**src/rtl/cgt_pkg.sv**
```systemverilog
package cgt_pkg;
  localparam int TILE_W  = 8;
  localparam int TILE_AW = 8;

  typedef enum logic [3:0] {
    OP_AND  = 4'd0,
    OP_OR   = 4'd1,
    OP_XOR  = 4'd2,
    OP_ADD  = 4'd3,
    OP_SHL  = 4'd4,
    OP_SHLC = 4'd5,
    OP_SHR  = 4'd6,
    OP_SHRC = 4'd7,
    OP_MUL  = 4'd8
  } alu_op_e;

  typedef struct packed {
    alu_op_e             op;
    logic                inv_a;
    logic                inv_b;
    logic                cin;
    logic                dual;
    logic                wr_en;
    logic                wr_src;
    logic [TILE_AW-1:0]  addr_a;
    logic [TILE_AW-1:0]  addr_b;
    logic [TILE_AW-1:0]  wr_addr;
    logic [TILE_W-1:0]   data;
  } tile_ctl_t;

  // {carry, sum}
  function automatic logic [TILE_W:0] add_wide(input logic [TILE_W-1:0] a,
                                               input logic [TILE_W-1:0] b,
                                               input logic cin);
    return {1'b0, a} + {1'b0, b} + {{TILE_W{1'b0}}, cin};
  endfunction

  function automatic logic [2*TILE_W-1:0] mul_wide(input logic [TILE_W-1:0] a,
                                                   input logic [TILE_W-1:0] b);
    return {{TILE_W{1'b0}}, a} * {{TILE_W{1'b0}}, b};
  endfunction

  // {bit shifted out, shifted word}
  function automatic logic [TILE_W:0] shift_left(input logic [TILE_W-1:0] a,
                                                 input logic fill);
    return {a, fill};
  endfunction

  function automatic logic [TILE_W:0] shift_right(input logic [TILE_W-1:0] a,
                                                  input logic fill);
    return {a[0], fill, a[TILE_W-1:1]};
  endfunction
endpackage

```
**src/rtl/cgt_in_regs.sv**
```systemverilog
module cgt_in_regs #(
  parameter int CW = 32
) (
  input  logic          clk,
  input  logic          rst_n,
  input  logic [CW-1:0] d,
  output logic [CW-1:0] q
);
  always_ff @(posedge clk or negedge rst_n) begin
    if (!rst_n) q <= '0;
    else        q <= d;
  end
endmodule

```
**src/rtl/cgt_mem.sv**
```systemverilog
module cgt_mem #(
  parameter int DW = 8,
  parameter int AW = 8
) (
  input  logic          clk,
  input  logic          rst_n,
  input  logic          dual,
  input  logic [AW-1:0] addr_a,
  input  logic [AW-1:0] addr_b,
  input  logic          wr_en,
  input  logic [AW-1:0] wr_addr,
  input  logic [DW-1:0] wr_data,
  output logic [DW-1:0] rd_a,
  output logic [DW-1:0] rd_b
);
  localparam int NBANK = 2;
  localparam int BW    = AW - 1;
  localparam int BD    = 1 << BW;

  logic [DW-1:0]    ra_g [NBANK];
  logic [DW-1:0]    rb_g [NBANK];
  logic [NBANK-1:0] we_vec;

  for (genvar g = 0; g < NBANK; g++) begin : gen_bank
    logic [DW-1:0] ram [BD];

    assign we_vec[g] = wr_en && (dual || (wr_addr[AW-1] == 1'(g)));

    always_ff @(posedge clk) begin
      if (we_vec[g]) ram[wr_addr[BW-1:0]] <= wr_data;
    end

    assign ra_g[g] = ram[addr_a[BW-1:0]];
    assign rb_g[g] = ram[addr_b[BW-1:0]];


    wr_commit_chk: assert property (@(posedge clk) disable iff (!rst_n)
      we_vec[g] |=> ram[$past(wr_addr[BW-1:0])] == $past(wr_data));
  end

  assign rd_a = dual ? ra_g[0] : ra_g[addr_a[AW-1]];
  assign rd_b = rb_g[1];


  dual_mirror_chk: assert property (@(posedge clk) disable iff (!rst_n)
    (wr_en && dual) |-> (we_vec == {NBANK{1'b1}}));


  single_bank_chk: assert property (@(posedge clk) disable iff (!rst_n)
    (wr_en && !dual) |-> ($countones(we_vec) == 1));
endmodule

```
**src/rtl/cgt_alu.sv**
```systemverilog
module cgt_alu
  import cgt_pkg::*;
#(
  parameter int DW = TILE_W
) (
  input  alu_op_e         op,
  input  logic [DW-1:0]   a,
  input  logic [DW-1:0]   b,
  input  logic            inv_a,
  input  logic            inv_b,
  input  logic            cin,
  output logic [DW-1:0]   res,
  output logic            cout,
  output logic [DW-1:0]   prod_hi,
  output logic [DW-1:0]   a_eff,
  output logic [DW-1:0]   b_eff
);
  logic [DW:0]     sum;
  logic [2*DW-1:0] prod;
  logic [DW:0]     shl0, shlc, shr0, shrc;

  assign a_eff   = inv_a ? ~a : a;
  assign b_eff   = inv_b ? ~b : b;
  assign sum     = add_wide(a_eff, b_eff, cin);
  assign prod    = mul_wide(a_eff, b_eff);
  assign prod_hi = prod[2*DW-1:DW];
  assign shl0    = shift_left(a_eff, 1'b0);
  assign shlc    = shift_left(a_eff, cin);
  assign shr0    = shift_right(a_eff, 1'b0);
  assign shrc    = shift_right(a_eff, cin);

  always_comb begin
    res  = '0;
    cout = 1'b0;
    unique case (op)
      OP_AND:  res = a_eff & b_eff;
      OP_OR:   res = a_eff | b_eff;
      OP_XOR:  res = a_eff ^ b_eff;
      OP_ADD:  {cout, res} = sum;
      OP_SHL:  {cout, res} = shl0;
      OP_SHLC: {cout, res} = shlc;
      OP_SHR:  {cout, res} = shr0;
      OP_SHRC: {cout, res} = shrc;
      OP_MUL:  res = prod[DW-1:0];
      default: res = '0;
    endcase
  end
endmodule

```
**src/rtl/cg_alu_tile.sv**
```systemverilog
module cg_alu_tile
  import cgt_pkg::*;
(
  input  logic               clk,
  input  logic               rst_n,
  input  logic               dual_mode_i,
  input  logic [3:0]         op_i,
  input  logic               inv_a_i,
  input  logic               inv_b_i,
  input  logic               carry_i,
  input  logic [TILE_AW-1:0] addr_a_i,
  input  logic [TILE_AW-1:0] addr_b_i,
  input  logic               wr_en_i,
  input  logic               wr_src_i,
  input  logic [TILE_AW-1:0] wr_addr_i,
  input  logic [TILE_W-1:0]  data_i,
  output logic [TILE_W-1:0]  result_o,
  output logic               carry_o,
  output logic [TILE_W-1:0]  hi_o
);
  localparam int DW = TILE_W;
  localparam int AW = TILE_AW;
  localparam int CW = $bits(tile_ctl_t);

  tile_ctl_t     ctl_d, ctl_q;
  logic [DW-1:0] rd_a, rd_b, opnd_b, wr_data;
  logic [DW-1:0] prod_hi, a_eff, b_eff;
  logic          is_logic_op;

  always_comb begin
    ctl_d.op      = alu_op_e'(op_i);
    ctl_d.inv_a   = inv_a_i;
    ctl_d.inv_b   = inv_b_i;
    ctl_d.cin     = carry_i;
    ctl_d.dual    = dual_mode_i;
    ctl_d.wr_en   = wr_en_i;
    ctl_d.wr_src  = wr_src_i;
    ctl_d.addr_a  = addr_a_i;
    ctl_d.addr_b  = addr_b_i;
    ctl_d.wr_addr = wr_addr_i;
    ctl_d.data    = data_i;
  end

  cgt_in_regs #(.CW(CW)) u_in_regs (
    .clk   (clk),
    .rst_n (rst_n),
    .d     (ctl_d),
    .q     (ctl_q)
  );

  cgt_mem #(.DW(DW), .AW(AW)) u_mem (
    .clk     (clk),
    .rst_n   (rst_n),
    .dual    (ctl_q.dual),
    .addr_a  (ctl_q.addr_a),
    .addr_b  (ctl_q.addr_b),
    .wr_en   (ctl_q.wr_en),
    .wr_addr (ctl_q.wr_addr),
    .wr_data (wr_data),
    .rd_a    (rd_a),
    .rd_b    (rd_b)
  );

  assign opnd_b = ctl_q.dual ? rd_b : ctl_q.data;

  cgt_alu #(.DW(DW)) u_alu (
    .op      (ctl_q.op),
    .a       (rd_a),
    .b       (opnd_b),
    .inv_a   (ctl_q.inv_a),
    .inv_b   (ctl_q.inv_b),
    .cin     (ctl_q.cin),
    .res     (result_o),
    .cout    (carry_o),
    .prod_hi (prod_hi),
    .a_eff   (a_eff),
    .b_eff   (b_eff)
  );

  assign wr_data = ctl_q.wr_src ? ctl_q.data : result_o;

  always_ff @(posedge clk or negedge rst_n) begin
    if (!rst_n)                  hi_o <= '0;
    else if (ctl_q.op == OP_MUL) hi_o <= prod_hi;
  end

  assign is_logic_op = (ctl_q.op == OP_AND) || (ctl_q.op == OP_OR) ||
                       (ctl_q.op == OP_XOR);


  hi_load_chk: assert property (@(posedge clk) disable iff (!rst_n)
    (ctl_q.op == OP_MUL) |=> hi_o == $past(prod_hi));


  hi_hold_chk: assert property (@(posedge clk) disable iff (!rst_n)
    (ctl_q.op != OP_MUL) |=> $stable(hi_o));


  logic_carry_chk: assert property (@(posedge clk) disable iff (!rst_n)
    is_logic_op |-> !carry_o);


  shl_fill_chk: assert property (@(posedge clk) disable iff (!rst_n)
    (ctl_q.op == OP_SHL) |-> (result_o[0] == 1'b0) && (carry_o == a_eff[DW-1]));


  shr_fill_chk: assert property (@(posedge clk) disable iff (!rst_n)
    (ctl_q.op == OP_SHR) |-> (result_o[DW-1] == 1'b0) && (carry_o == a_eff[0]));


  add_zero_chk: assert property (@(posedge clk) disable iff (!rst_n)
    (ctl_q.op == OP_ADD && !ctl_q.cin && b_eff == '0) |-> (result_o == a_eff) && !carry_o);
endmodule

```
**config.mk**
```make
export PLATFORM = sky130hd
export DESIGN_NAME = cg_alu_tile
export DESIGN_NICKNAME = d
export VERILOG_FILES = /design/src/rtl/cgt_pkg.sv /design/src/rtl/cgt_in_regs.sv /design/src/rtl/cgt_mem.sv /design/src/rtl/cgt_alu.sv /design/src/rtl/cg_alu_tile.sv
export SDC_FILE = /design/constraint.sdc
export NUM_CORES = 2
export LEC_CHECK = 0
export BUFFER_PORTS_ARGS = -buffer_cell sky130_fd_sc_hd__buf_4
export CAP_MARGIN = 20
export CELL_PAD_IN_SITES_DETAIL_PLACEMENT = 1
export CELL_PAD_IN_SITES_GLOBAL_PLACEMENT = 1
export CORE_ASPECT_RATIO = 1.1
export CORE_MARGIN = 2
export CORE_UTILIZATION = 56
export CTS_CLUSTER_DIAMETER = 150
export DETAILED_ROUTE_END_ITERATION = 10
export GPL_TIMING_DRIVEN = 0
export MAX_ROUTING_LAYER = met4
export PLACE_DENSITY = 0.78
export SLEW_MARGIN = 20
export SYNTH_ARGS = -nofsm -noshare
export SYNTH_HDL_FRONTEND = slang
export SYNTH_SLANG_ARGS = --single-unit
```
**constraint.sdc**
```tcl
create_clock -name clk -period 23.5 [get_ports clk]
set_input_delay 2.35 -clock clk [delete_from_list [all_inputs] [get_ports clk]]
set_output_delay 2.35 -clock clk [all_outputs]
set_load 0.05 [all_outputs]
```
* Word-level counts from Yosys, hierarchy flattened
Memory sizes are Yosys's and may differ from the RTL's.
Cells that the tools add are included.
** Operators by class
- Add/subtract/negate cells :: 2
- Multiply operators :: 1
- $lt $le $gt $ge :: 1
- Equality and inequality tests :: 8
- Muxes and demuxes :: 14
- Bitwise logic cells :: 7
- Reductions and logical operators :: 7
** Operators with widths (count)
- $pmux 8 s9 :: 1
- $mux 8 :: 8
- $eq 4x3->1 const B :: 4
- $mul 8x8->16 :: 1
- $not 8->8 :: 2
- $add 8x8->9 :: 1
- $add 9x1->9 :: 1
- $and 8x8->8 :: 1
- $eq 4x2->1 const B :: 2
- $or 8x8->8 :: 1
- $xor 8x8->8 :: 1
- $eq 4x1->1 const B :: 1
- $eq 4x4->1 const B :: 1
- $logic_not 4->1 :: 1
- $mux 1 :: 4
- $reduce_or 2->1 :: 2
- $pmux 1 s3 :: 1
- $ge 2x2->1 const B :: 1
- $logic_and 1x1->1 :: 2
- $logic_or 1x1->1 :: 2
- $not 1->2 :: 1
- $not 1->1 :: 1
** Word-level totals
- Bits in registers :: 50
- RAM bits :: 2048
- Input port bits :: 44
- Logic and storage cells :: 44
- Memories kept :: 2
** Memories
- u_mem.gen_bank[0].ram :: words 128, width 8, rd ports 1, clocked after memory_dff 0, write ports 1, line cgt_mem.sv:25 : logic [DW-1:0] ram [BD];
- u_mem.gen_bank[1].ram :: words 128, width 8, rd ports 2, clocked after memory_dff 0, write ports 1, line cgt_mem.sv:25

* Longest topological paths before layout
- Depth after elaboration :: 11
- Depth in mapped cells :: 34

* By module
Synthesis repeated with hierarchy kept, for this count alone.
** Second synthesis, totals
- Cells, all modules :: 4562
- Area total of the unflattened synthesis :: 91876.9 µm²
** By module, submodules not included
- cgt_mem :: instances 1, cells each 4080, area an instance 87041.0 µm²
- cgt_alu :: instances 1, cells each 405, area an instance 3283.1 µm²
- cgt_in_regs :: instances 1, cells each 42, area an instance 1051.0 µm²
- cg_alu_tile :: instances 1, cells each 35, area an instance 501.7 µm²

* Worst setup path before layout
No wires, ideal clock.
- Path kind :: register to register
- Start point :: reg u_in_regs.q[16]
- End point :: mem u_mem.gen_bank[0].ram[0][6], data pin
- Data arrival time :: 12152 ps
- Required time :: 21966 ps
- Slack :: 9814 ps
- Cell stages (with the launch flop) :: 27
- Buffers on the path :: 3
- Period minus slack after synthesis :: 13686 ps
- Cells stage by stage :: dfrtp_1 buf_2 buf_2 buf_2 mux4_2 mux4_2 mux2i_1 mux4_2 nand2_1 o21ai_0 xor2_1 inv_1 ha_1 inv_1 fa_1 inv_1 ha_1 inv_1 fa_1 fa_1 inv_1 ha_1 inv_1 xnor2_1 o221ai_1 a21oi_1 o211ai_1
** Between the ends
- Cells in the longest elaborated chain, start to end :: 8
- Elaborated cells between the ends (all ways) :: 12
- Classes of those cells :: 2 x add/sub; 1 x mul; 4 x mux; 4 x bitwise; 1 x memory
** RTL lines
- start: declaration :: line cgt_in_regs.sv:7 : output logic [CW-1:0] q
- start signal: assignment :: line cgt_in_regs.sv:10 : if (!rst_n) q <= '0;
- start signal: assignment :: line cgt_in_regs.sv:11 : else q <= d;
- $mem_v2 128x8 (*)
- $mux 8 (*) :: line cg_alu_tile.sv:64 : assign opnd_b = ctl_q.dual ? rd_b : ctl_q.data;
- $not 8->8 :: line cgt_alu.sv:23 : assign b_eff = inv_b ? ~b : b;
- $mux 8 (*) :: line cgt_alu.sv:23
- branches (longest 2 deep; another with $mul 8x8->16)
- $pmux 8 s9 (*) :: line cgt_alu.sv:35 : unique case (op)
- $mux 8 (*) :: line cg_alu_tile.sv:80 : assign wr_data = ctl_q.wr_src ? ctl_q.data : result_o;
- net u_mem.wr_data[6] :: line cgt_mem.sv:12 : input logic [DW-1:0] wr_data,
- end: declaration :: line cgt_mem.sv:25
Mark *: on every way through the listed nets, which the timed path passes.

* Worst setup path after layout
- Start point :: reg u_in_regs.q[25]
- End point :: out result_o[7]
** Between the ends
- Cells in the longest elaborated chain, start to end :: 10
- Elaborated cells between the ends (all ways) :: 15
- Classes of those cells :: 2 x add/sub; 1 x mul; 6 x mux; 4 x bitwise; 2 x memory
** RTL lines
- $mem_v2 128x8
- $mux 8 (not written as such) (3 in a row) :: line cgt_mem.sv:41 : assign rd_a = dual ? ra_g[0] : ra_g[addr_a[AW-1]];
- $mux 8 (*) :: line cgt_mem.sv:41
- $not 8->8 :: line cgt_alu.sv:22 : assign a_eff = inv_a ? ~a : a;
- $mux 8 (*) :: line cgt_alu.sv:22
- branches (longest 2 deep; another with $mul 8x8->16)
- $pmux 8 s9 (*) :: line cgt_alu.sv:35
- end: declaration :: line cg_alu_tile.sv:17 : output logic [TILE_W-1:0] result_o,
Every way passes the cells marked *. The select of a mux whose other input is x is not followed.

==> flow_summary.json <==
{
  "yosysMostFrequentCell": "edfxtp_1",
  "critPathMaxStageDelay_ns": 1.12,
  "min_path_type": "reg -> reg",
  "synthTopCellsByArea": "edfxtp_1 (67%), mux4_2 (21%), nor2_1 (1.5%), mux2i_1 (1.4%), dfrtp_1 (1.3%)",
  "grt_max_degree": 129,
  "internal-power_mw": 6.640,
  "cts_root_buf": "clkbuf_16",
  "cts_sinks": 2097,
  "sw_frac_of_total_pct": 28.57,
  "synth_top_area_share_pct": 66.65,
  "viasPerCell": 8.101,
  "first_pass_iters": 8,
  "postRouteAntennaNets": 0,
  "cp-start-kind": "flip-flop",
  "synth-seq-cells": 2097,
  "setup.worst_path.start": "u_in_regs.q[25]$_DFF_PN0_",
  "area_delta_synth_final_pct": 13.42,
  "post_cts_buffers": 0,
  "core_um2": 164000,
  "fin_crit_sh_pct": 61.97,
  "share_seq_of_total_power_pct": 46.1,
  "start_util_pct": 56.28,
  "tns_ns": 0,
  "multiInputGateArea_um2": 27630,
  "rr_worst_depth": 30,
  "maxCapViolCount": 0,
  "drt_iter0_drc": 12660,
  "crit_top_cell": "inv_1",
  "required_ns": 21.15,
  "tritoncts": "done",
  "overflow": 0,
  "dr_total_vias": 60190,
  "critPathArrivalTime_ns": 12.21,
  "leakage_nw": 34.10,
  "slew_headroom_pct": 7.241,
  "register_area_um2": 62730,
  "timing.fmax_mhz": 68.66,
  "htree_levels": 4,
  "crit_cells": 28,
  "dp_slack_ns": 10.73,
  "synth_area_leader_cell": "edfxtp_1",
  "drive_gt1_share_pct": 32.34,
  "powerDensity_nw_per_um2": 88.83,
  "cp_slowest_cell": "buf_2",
  "wl_per_cell_um": 57.70,
  "hold_start": "hi_o[0]$_DFFE_PN0N_",
  "netlist_top_cells_count": "edfxtp_1 (2048), mux4_2 (858), nor2_1 (364)",
  "grt_pass1_vias": 57950,
  "end_kind": "output pin",
  "synth_seq_area_share_pct": 67.98,
  "p_comb_share_pct": 17.2,
  "post-route-min-period_ns": 14.56,
  "reg2reg_from": "u_in_regs.q[25]$_DFF_PN0_",
  "critPathBufInv": 11,
  "grt_util_all_layers_pct": 53.47,
  "clock_path_buffers": 3,
  "die_area_um2": 168000,
  "wirelength_mm": 428.7,
  "wl_met3_mm": 74.44,
  "worstSkewPairLatency_ns": 0.92,
  "drt-met1-wl_mm": 128.4,
  "wl_met2_mm": 179.2,
  "tightest_slew_ns": 1.391,
  "ir_worst_vdd_mv": 0.08474,
  "critical_path.max_fanout": 13,
  "endpoint": "result_o[7]",
  "fp.dieH_um": 429.7,
  "final_nets": 5177,
  "portBuffers": 59,
  "rr_endpoint": "u_mem.gen_bank[0].ram[4][7]$_DFFE_PP_",
  "outcome": "completed",
  "grt_pass1_wl_mm": 556.1,
  "top_layer": "met4",
  "finalClockSkew_ns": 0.04697,
  "r2r_setup_slack_ns": 10.67,
  "ioPinCount": 61,
  "crit_type": "reg -> out",
  "antenna_found_initial": 57,
  "rows": 156,
  "grt_setup_unrepaired": "false",
  "dieWidth_um": 391.0,
  "synth_enable_flop_cells": 2048,
  "cts_hold_buf": 0,
  "crit_family": "buffers and inverters",
  "synth_area_per_cell_um2": 19.93,
  "post_cts_resized": 0,
  "yosys_most_used_dff": "edfxtp_1",
  "netlist_instances": 4630,
  "p_switching_mw": 2.656,
  "path_clk_slew_ns": 0.06,
  "synth_area_um2": 92270,
  "yosysWarnings": 0,
  "gp_congestion": 1.083,
  "clkPwrFrac_pct": 36.7,
  "hold_violations": 0,
  "power_mw": 9.296,
  "numCtsBuffers": 207,
  "fillers": 13470,
  "dpl.hpwl_mm": 297.5,
  "setup_viol": 0,
  "async_flop_share_pct": 2.337,
  "synth_cell_types": 77,
  "synth_fp_nets": 4764,
  "fin_ws_ns": 8.936,
  "drv_slew": 0,
  "drcViolationCount": 0
}
==> how the worst min path moves through the flow <==
stage	depth (start not counted)	to	slack, ns
after floorplan	2	hi_o[1]$_DFFE_PN0N_	0.76
after global placement	2	hi_o[0]$_DFFE_PN0N_	0.47
after detailed placement	2	hi_o[0]$_DFFE_PN0N_	0.47
after CTS	2	hi_o[0]$_DFFE_PN0N_	0.49
after global routing	2	hi_o[1]$_DFFE_PN0N_	0.53
final	2	hi_o[0]$_DFFE_PN0N_	0.48
==> power by group through the flow <==
stage / sequential, mW / clock [mW] / combinational (mW)
final: 4.29 / 3.41 / 1.60
after global routing: 4.29 / 3.48 / 1.63
after CTS: 4.29 / 3.36 / 1.53
after detailed placement: 4.37 / 0 / 1.52
after global placement: 4.51 / 0 / 1.38
after floorplan: 4.45 / 0 / 0.792
==> cell usage in the layout, fill, tap and decap left out, types with 41 or more instances in the layout <==
master     instances
clkbuf_2          63
clkbuf_1          83
nand2_1          227
mux4_2           858
buf_2            121
diode_2           84
clkbuf_16        212
dfrtp_1           49
clkinv_2          41
inv_1             83
edfxtp_1        2048
buf_4            191
nor2_1           348
ha_1              52
mux2i_1          130
o21ai_0           51
==> metrics by stage <==
step | std cells | area (um2) | util (%) | hold slack [ns]
after global routing | 7416 | 104600 | 63.80 | 0.5263
final | 7430 | 104600 | 63.83 | 0.4822
after detailed placement | 6963 | 97630 | 59.55 | 0.4740
after global placement | 6822 | 95380 | 58.17 | 0.4693
after floorplan | 4630 | 92270 | - | 0.7567
after CTS | 7342 | 104400 | 63.66 | 0.4868
==> cell type report <==
cell class | count | area share, %
Buffer | 308 | 1.721
Tap cell | 2133 | 2.550
Multi-Input combinational cell | 2131 | 26.40
Sequential cell | 2097 | 59.94
Timing Repair Buffer | 204 | 2.400
Antenna cell | 84 | 0.2009
Clock buffer | 259 | 5.295
Inverter | 94 | 0.3372
Clock inverter | 120 | 1.154
==> layer usage <==
layer | GRT usage, % | vias up
li1 | - | 20240
met1 | 60.66 | 31040
met2 | 70.83 | 6955
met3 | 26.09 | 1951
met4 | 44.45 | 0
met5 | - | -
==> registers in the layout, summed over array words and instances (netlist names) <==
name and flops:
u_in_regs.q 41, u_mem.gen_bank.ram 2048, hi_o 8
==> logic make-up after synthesis <==
family / count (synthesis) / share of synthesized area [%]
xor+xnor: 37 / 0.3838
mux: 997 / 22.46
buf+inv: 402 / 2.217
simple gates: 723 / 3.244
fa+ha+maj: 90 / 1.530
compound gates: 284 / 2.181
flops: 2097 / 67.98
==> worst min-delay path: stages, from the launching register on <==
cell	delay [ns]
dfrtp_1	0.34
nand2_1	0.05
o21ai_0	0.06
No activity file was read; power rests on OpenSTA's default activity.
